$ cat config.mk
export PLATFORM = sky130hd
export DESIGN_NAME = ref_mode_ctrl
export DESIGN_NICKNAME = d
export VERILOG_FILES = /design/src/rtl/refsel_pkg.sv /design/src/rtl/refsel_sync.sv /design/src/rtl/refsel_decode.sv /design/src/rtl/refsel_cfg.sv /design/src/rtl/ref_mode_ctrl.sv
export SDC_FILE = /design/constraint.sdc
export NUM_CORES = 1
export LEC_CHECK = 0
export ABC_AREA = 0
export BUFFER_PORTS_ARGS = -buffer_cell sky130_fd_sc_hd__buf_4
export CAP_MARGIN = 20
export CORE_MARGIN = 1.5
export CORE_UTILIZATION = 48
export CTS_CLUSTER_SIZE = 25
export DETAILED_ROUTE_END_ITERATION = 8
export GPL_ROUTABILITY_DRIVEN = 0
export PLACE_DENSITY = 0.76
export SLEW_MARGIN = 40
export SYNTH_ARGS = -nofsm -noshare
export SYNTH_HDL_FRONTEND = slang
export SYNTH_SLANG_ARGS = --single-unit
$ cat constraint.sdc
create_clock -name clk_i -period 1.65 [get_ports clk_i]
set_input_delay 0.165 -clock clk_i [delete_from_list [all_inputs] [get_ports clk_i]]
set_output_delay 0.165 -clock clk_i [all_outputs]
set_load 0.01 [all_outputs]
$ cat src/rtl/refsel_pkg.sv
package refsel_pkg;

    typedef enum logic [1:0] {
        MODE_FREE = 2'b00,
        MODE_LOCK = 2'b01,
        MODE_HOLD = 2'b10
    } mode_e;

endpackage

$ cat src/rtl/refsel_sync.sv
module refsel_sync #(
    parameter int W      = 6,
    parameter int STAGES = 2
) (
    input  logic         clk_i,
    input  logic         rst_ni,
    input  logic [W-1:0] d_i,
    output logic [W-1:0] q_o
);

    logic [W-1:0] stage_q [STAGES];

    for (genvar g = 0; g < STAGES; g++) begin : g_stage
        logic [W-1:0] stage_d;
        if (g == 0) begin : g_first
            assign stage_d = d_i;
        end else begin : g_next
            assign stage_d = stage_q[g-1];
        end
        always_ff @(posedge clk_i or negedge rst_ni) begin
            if (!rst_ni) stage_q[g] <= '0;
            else         stage_q[g] <= stage_d;
        end
    end

    assign q_o = stage_q[STAGES-1];

endmodule

$ cat src/rtl/refsel_decode.sv
module refsel_decode
    import refsel_pkg::*;
#(
    parameter int SEL_W   = 4,
    parameter int NUM_REF = 8
) (
    input  logic [SEL_W-1:0]   code_i,
    output mode_e              mode_o,
    output logic [NUM_REF-1:0] ref_o
);

    localparam logic [SEL_W-1:0] LOCK_MAX = SEL_W'(NUM_REF);

    always_comb begin
        if (code_i == '0)            mode_o = MODE_FREE;
        else if (code_i <= LOCK_MAX) mode_o = MODE_LOCK;
        else                         mode_o = MODE_HOLD;
    end

    for (genvar g = 0; g < NUM_REF; g++) begin : g_ref
        localparam logic [SEL_W-1:0] MY_CODE = SEL_W'(g + 1);
        assign ref_o[g] = (code_i == MY_CODE);
    end

endmodule

$ cat src/rtl/refsel_cfg.sv
module refsel_cfg (
    input  logic clk_i,
    input  logic rst_ni,
    input  logic done_i,
    input  logic src_i,
    output logic valid_o,
    output logic src_o
);

    typedef struct packed {
        logic valid;
        logic src;
    } cfg_t;

    cfg_t cfg_d, cfg_q;

    always_comb begin
        cfg_d = cfg_q;
        if (done_i) begin
            cfg_d.valid = 1'b1;
            cfg_d.src   = src_i;
        end
    end

    always_ff @(posedge clk_i or negedge rst_ni) begin
        if (!rst_ni) cfg_q <= '0;
        else         cfg_q <= cfg_d;
    end

    assign valid_o = cfg_q.valid;
    assign src_o   = cfg_q.src;

endmodule

$ cat src/rtl/ref_mode_ctrl.sv
module ref_mode_ctrl
    import refsel_pkg::*;
#(
    parameter int SEL_W       = 4,
    parameter int NUM_REF     = 8,
    parameter int SYNC_STAGES = 2
) (
    input  logic               clk_i,
    input  logic               rst_ni,
    input  logic               hw_ovr_i,
    input  logic               master_i,
    input  logic [SEL_W-1:0]   sel_i,
    input  logic               cfg_src_i,
    input  logic               cfg_done_i,
    input  logic               reg_wr_i,
    input  logic [SEL_W-1:0]   reg_wdata_i,
    output logic [1:0]         mode_o,
    output logic [NUM_REF:0]   ref_sel_o,
    output logic               cfg_valid_o,
    output logic [SEL_W+4:0]   reg_rdata_o
);

    localparam int PIN_W = SEL_W + 2;

    typedef struct packed {
        logic [SEL_W-1:0]   ctrl;
        logic [SEL_W-1:0]   code;
        mode_e              mode;
        logic [NUM_REF-1:0] refs;
        logic               xref;
    } state_t;

    state_t st_d, st_q;

    logic [PIN_W-1:0]   pins_s;
    logic               hw_s;
    logic               master_s;
    logic [SEL_W-1:0]   sel_s;
    logic [SEL_W-1:0]   src_code;
    mode_e              dec_mode;
    logic [NUM_REF-1:0] dec_refs;
    logic               cfg_src;
    logic [SEL_W-1:0]   ctrl_now;

    refsel_sync #(
        .W      (PIN_W),
        .STAGES (SYNC_STAGES)
    ) u_sync (
        .clk_i  (clk_i),
        .rst_ni (rst_ni),
        .d_i    ({hw_ovr_i, master_i, sel_i}),
        .q_o    (pins_s)
    );

    assign hw_s     = pins_s[PIN_W-1];
    assign master_s = pins_s[PIN_W-2];
    assign sel_s    = pins_s[SEL_W-1:0];

    refsel_cfg u_cfg (
        .clk_i   (clk_i),
        .rst_ni  (rst_ni),
        .done_i  (cfg_done_i),
        .src_i   (cfg_src_i),
        .valid_o (cfg_valid_o),
        .src_o   (cfg_src)
    );

    // Source arbitration: pins win while override is active
    assign src_code = hw_s ? sel_s : st_q.ctrl;

    refsel_decode #(
        .SEL_W   (SEL_W),
        .NUM_REF (NUM_REF)
    ) u_dec (
        .code_i (src_code),
        .mode_o (dec_mode),
        .ref_o  (dec_refs)
    );

    always_comb begin
        st_d = st_q;
        if (reg_wr_i && !hw_s) begin
            st_d.ctrl = reg_wdata_i;
        end
        st_d.code = src_code;
        if (!cfg_valid_o) begin
            st_d.mode = MODE_FREE;
            st_d.refs = '0;
            st_d.xref = 1'b0;
        end else if (!master_s) begin
            st_d.mode = MODE_LOCK;
            st_d.refs = '0;
            st_d.xref = 1'b1;
        end else begin
            st_d.mode = dec_mode;
            st_d.refs = dec_refs;
            st_d.xref = 1'b0;
        end
    end

    always_ff @(posedge clk_i or negedge rst_ni) begin
        if (!rst_ni) begin
            st_q <= '{ctrl: '0, code: '0, mode: MODE_FREE, refs: '0, xref: 1'b0};
        end else begin
            st_q <= st_d;
        end
    end

    assign ctrl_now    = st_q.ctrl;
    assign mode_o      = st_q.mode;
    assign ref_sel_o   = {st_q.xref, st_q.refs};
    assign reg_rdata_o = {cfg_valid_o, cfg_src, st_q.xref, st_q.mode, st_q.code};

endmodule

==> out/results.tsv <==
stage	metric	value	unit
floorplanning	die area	2700	sq um
setup_path	Critical Path RT	1900	ps
global_route	met2 usage	25.3	%
logic_synthesis	Post-synth EDFFs	0	
timing	Max Freq	711	MHz
place	placed cells	140	
setup_path	worst-path fanout max	11	
cts	Inserted Clock Buffers	5	
global_route	GRT overflow	0	
cells_and_area	fraction of layout cells with a size suffix above 1	42.1	%
place	port buffer count	35	
routing	vias per cell	4.84	
cells_and_area	Final Cell Area	1540	sq um
power	Max IR drop VDD	0.904	mV
timing	Worst-Margin Slew	374	ps
setup_path	Setup CP Type	register to register	
routing	Avg WL per Cell	11.2	um
power	P per Cell Area	993	nW/um^2
global_route	met3 GRT Util	4.31	%
logic_synthesis	post-synthesis cell type count	25	
outcome	status	complete, no violations	
timing	relative slew slack	74.8	%
floorplanning	die extent in y	52.0	um
setup_path	Critical Path Source	u_sync.q_o[5]	
timing	Setup TNS Final	0	ps
setup_path	reg2reg setup slack	240	ps
logic_synthesis	flops & latches, synth	33	
cts	worst-case clock buffer depth	2	
cells_and_area	# diodes	0	
global_route	busiest grt layer	met2	
cts	clock slew at reported path FFs	90	ps
logic_synthesis	register area share after synthesis	71.7	%
logic_synthesis	Main synth FF type	dfrtp_1	
cells_and_area	synthesis-to-layout area growth	33.7	%
global_route	largest net degree at the start of global routing	34	
timing	RSZ-0062 raised after global routing	false	
setup_path	CP peak stage delay	420	ps
floorplanning	die width	52.0	um
place	area post-placement	1420	sq um
global_route	initial antenna violation count	0	
timing	period utilization	85.2	%
logic_synthesis	Syn Nets	97	
global_route	vias in the first global route	664	
floorplanning	Core Box Area	2230	sq um
logic_synthesis	mapped cell area	1150	sq um
logic_synthesis	async set-reset flop share out of synthesis	100	%
cts	CTS tree	done	
setup_path	Critical Path AT	1660	ps
setup_path	Reg-to-Reg End	mode_o[0]	
power	Final Power	1.53	mW
timing	fin. max-slew vios	0	
routing	DR pass1 iterations	4	
power	Leak	0.749	nW
worst_hold_path	Worst Hold Class	primary input to register	
logic_synthesis	Yosys warnings	0	
cells_and_area	FILL cells	180	
floorplanning	IO Pins	36	
routing	DRT Wirelength	1730	um
logic_synthesis	syn avg cell area	14.1	sq um
cts	CTS Sinks	33	
timing	clk_skew	4.98	ps
cts	clock latency on the worst-skew pair	310	ps
setup_path	Worst R2R Start	u_sync.q_o[5]	
cts	CTS H-tree lvls	2	
timing	Fin Hold WS	57.8	ps
floorplanning	starting density of the core	51.6	%
setup_path	crit start category	register	
setup_path	Reg2Reg Depth	4	
routing	Antenna Nets Post-Route	0	
routing	initial DRC count	5	
global_route	M1 GR Usage	17.0	%
cells_and_area	fin nets	141	
timing	Final setup viols	0	
cts	root buffer cell	clkbuf_4	
setup_path	CP max-delay cell	dfrtp_1	
timing	minimum clock period	1410	ps
routing	DRC	0	
global_route	Total Routing Usage GR	15.5	%
floorplanning	Std-Cell Rows	17	
logic_synthesis	synthesized netlist cell count	82	
global_route	first-pass GRT wire length	2860	um
cells_and_area	Post-Layout Cell Count	154	
setup_path	critical-path cell list	buf_4, nor4_1, or2_2, o211a_1	
job	Max-Cap Viols	0	
routing	Vias	745	
cts	post-CTS setup buffer count	0	
setup_path	endpoint class of the critical path	register	
place	DP HPWL	1220	um
setup_path	worst setup path end	mode_o[0]	
timing	Final Hold Viols	0	
## state kept, by name (all words and copies together) (netlist names)
signal / count
u_sync.q_o: 6
reg_rdata_o: 4
ctrl_now: 4
u_sync.g_stage.stage_d: 6
mode_o: 2
ref_sel_o: 9
u_cfg.src_o: 1
u_cfg.valid_o: 1
## routing by layer
metal  vias to the layer above  wire (um)
met4                         0         50
met3                         4        115
met2                        31        863
met5                         -          0
li1                        359          -
met1                       351        701
## how the worst min path moves through the flow
stage,cells after the start,end,startpoint,slack [ps]
3_3_place_gp,1,u_sync.g_stage[1].stage_d[4],rst_ni,110
2_1_floorplan,0,ctrl_now[0],rst_ni,-130
5_1_grt,2,u_cfg.valid_o,cfg_done_i,40
3_5_place_dp,1,u_sync.g_stage[1].stage_d[3],rst_ni,120
4_1_cts,2,u_cfg.valid_o,cfg_done_i,50
6_report,2,u_cfg.valid_o,cfg_done_i,60
## critical path, delay by kind of cell (launching register included)
| kind | cells | cell delay [ps] |
|---|---|---|
| and+or+nand+nor | 2 | 590 |
| buffers and inverters | 1 | 180 |
| AOI/OAI and AO/OA | 1 | 160 |
| DFF | 1 | 420 |
## synth_stat cells, types with 2 or more instances
cell     instances  area share, %
nor2b_1          3            1.6
or2_2            2            1.1
mux2_2           7            6.8
nand2_1          4            1.3
dfrtp_1         33             72
buf_4            5            3.3
nor2_1          10            3.3
## cells in the final DEF (no fill, tap or decap), types with 2 or more instances in the layout
| master | netlist | routed |
|---|---|---|
| dfrtp_1 | 33 | 33 |
| dlygate4sd3_1 | 0 | 7 |
| nor2_1 | 10 | 10 |
| buf_4 | 5 | 36 |
| nand2_1 | 4 | 4 |
| or2_2 | 2 | 2 |
| clkbuf_4 | 0 | 5 |
| mux2_2 | 7 | 7 |
| nor2b_1 | 3 | 3 |
## cell type report
| class | count | area [sq um] | share of cell area [%] |
|---|---|---|---|
| Timing Repair Buffer | 43 | 340 | 22.1 |
| Clock buffer | 7 | 55.1 | 3.57 |
| Tap cell | 28 | 35.0 | 2.27 |
| Inverter | 2 | 7.51 | 0.487 |
| Multi-Input combinational cell | 41 | 277 | 18.0 |
| Sequential cell | 33 | 826 | 53.6 |
## metrics by stage
stage	utilization, %	setup WS, ps
floorplan	-	353
CTS	69.0	226
global route	69.0	151
global placement	63.4	264
finish	69.0	244
detailed placement	63.4	239
## logic make-up after synthesis
logic type,share of synthesized area [%]
compound gates,4.02
flops,71.7
buf+inv,4.34
mux,7.71
simple gates,12.3
## report_power, final
part | total, mW | internal [mW] | switching [mW]
clock network | 0.426 | 0.201 | 0.225
registers | 0.899 | 0.864 | 0.0355
logic | 0.205 | 0.117 | 0.0888
total | 1.53 | 1.18 | 0.349
## timing repair
item | in CTS | in global routing
endpoints found under the hold margin | 39 | 0
hold buffers | 7 | 0
resized for setup | 0 | 0
No activity file was read; power rests on OpenSTA's default activity.
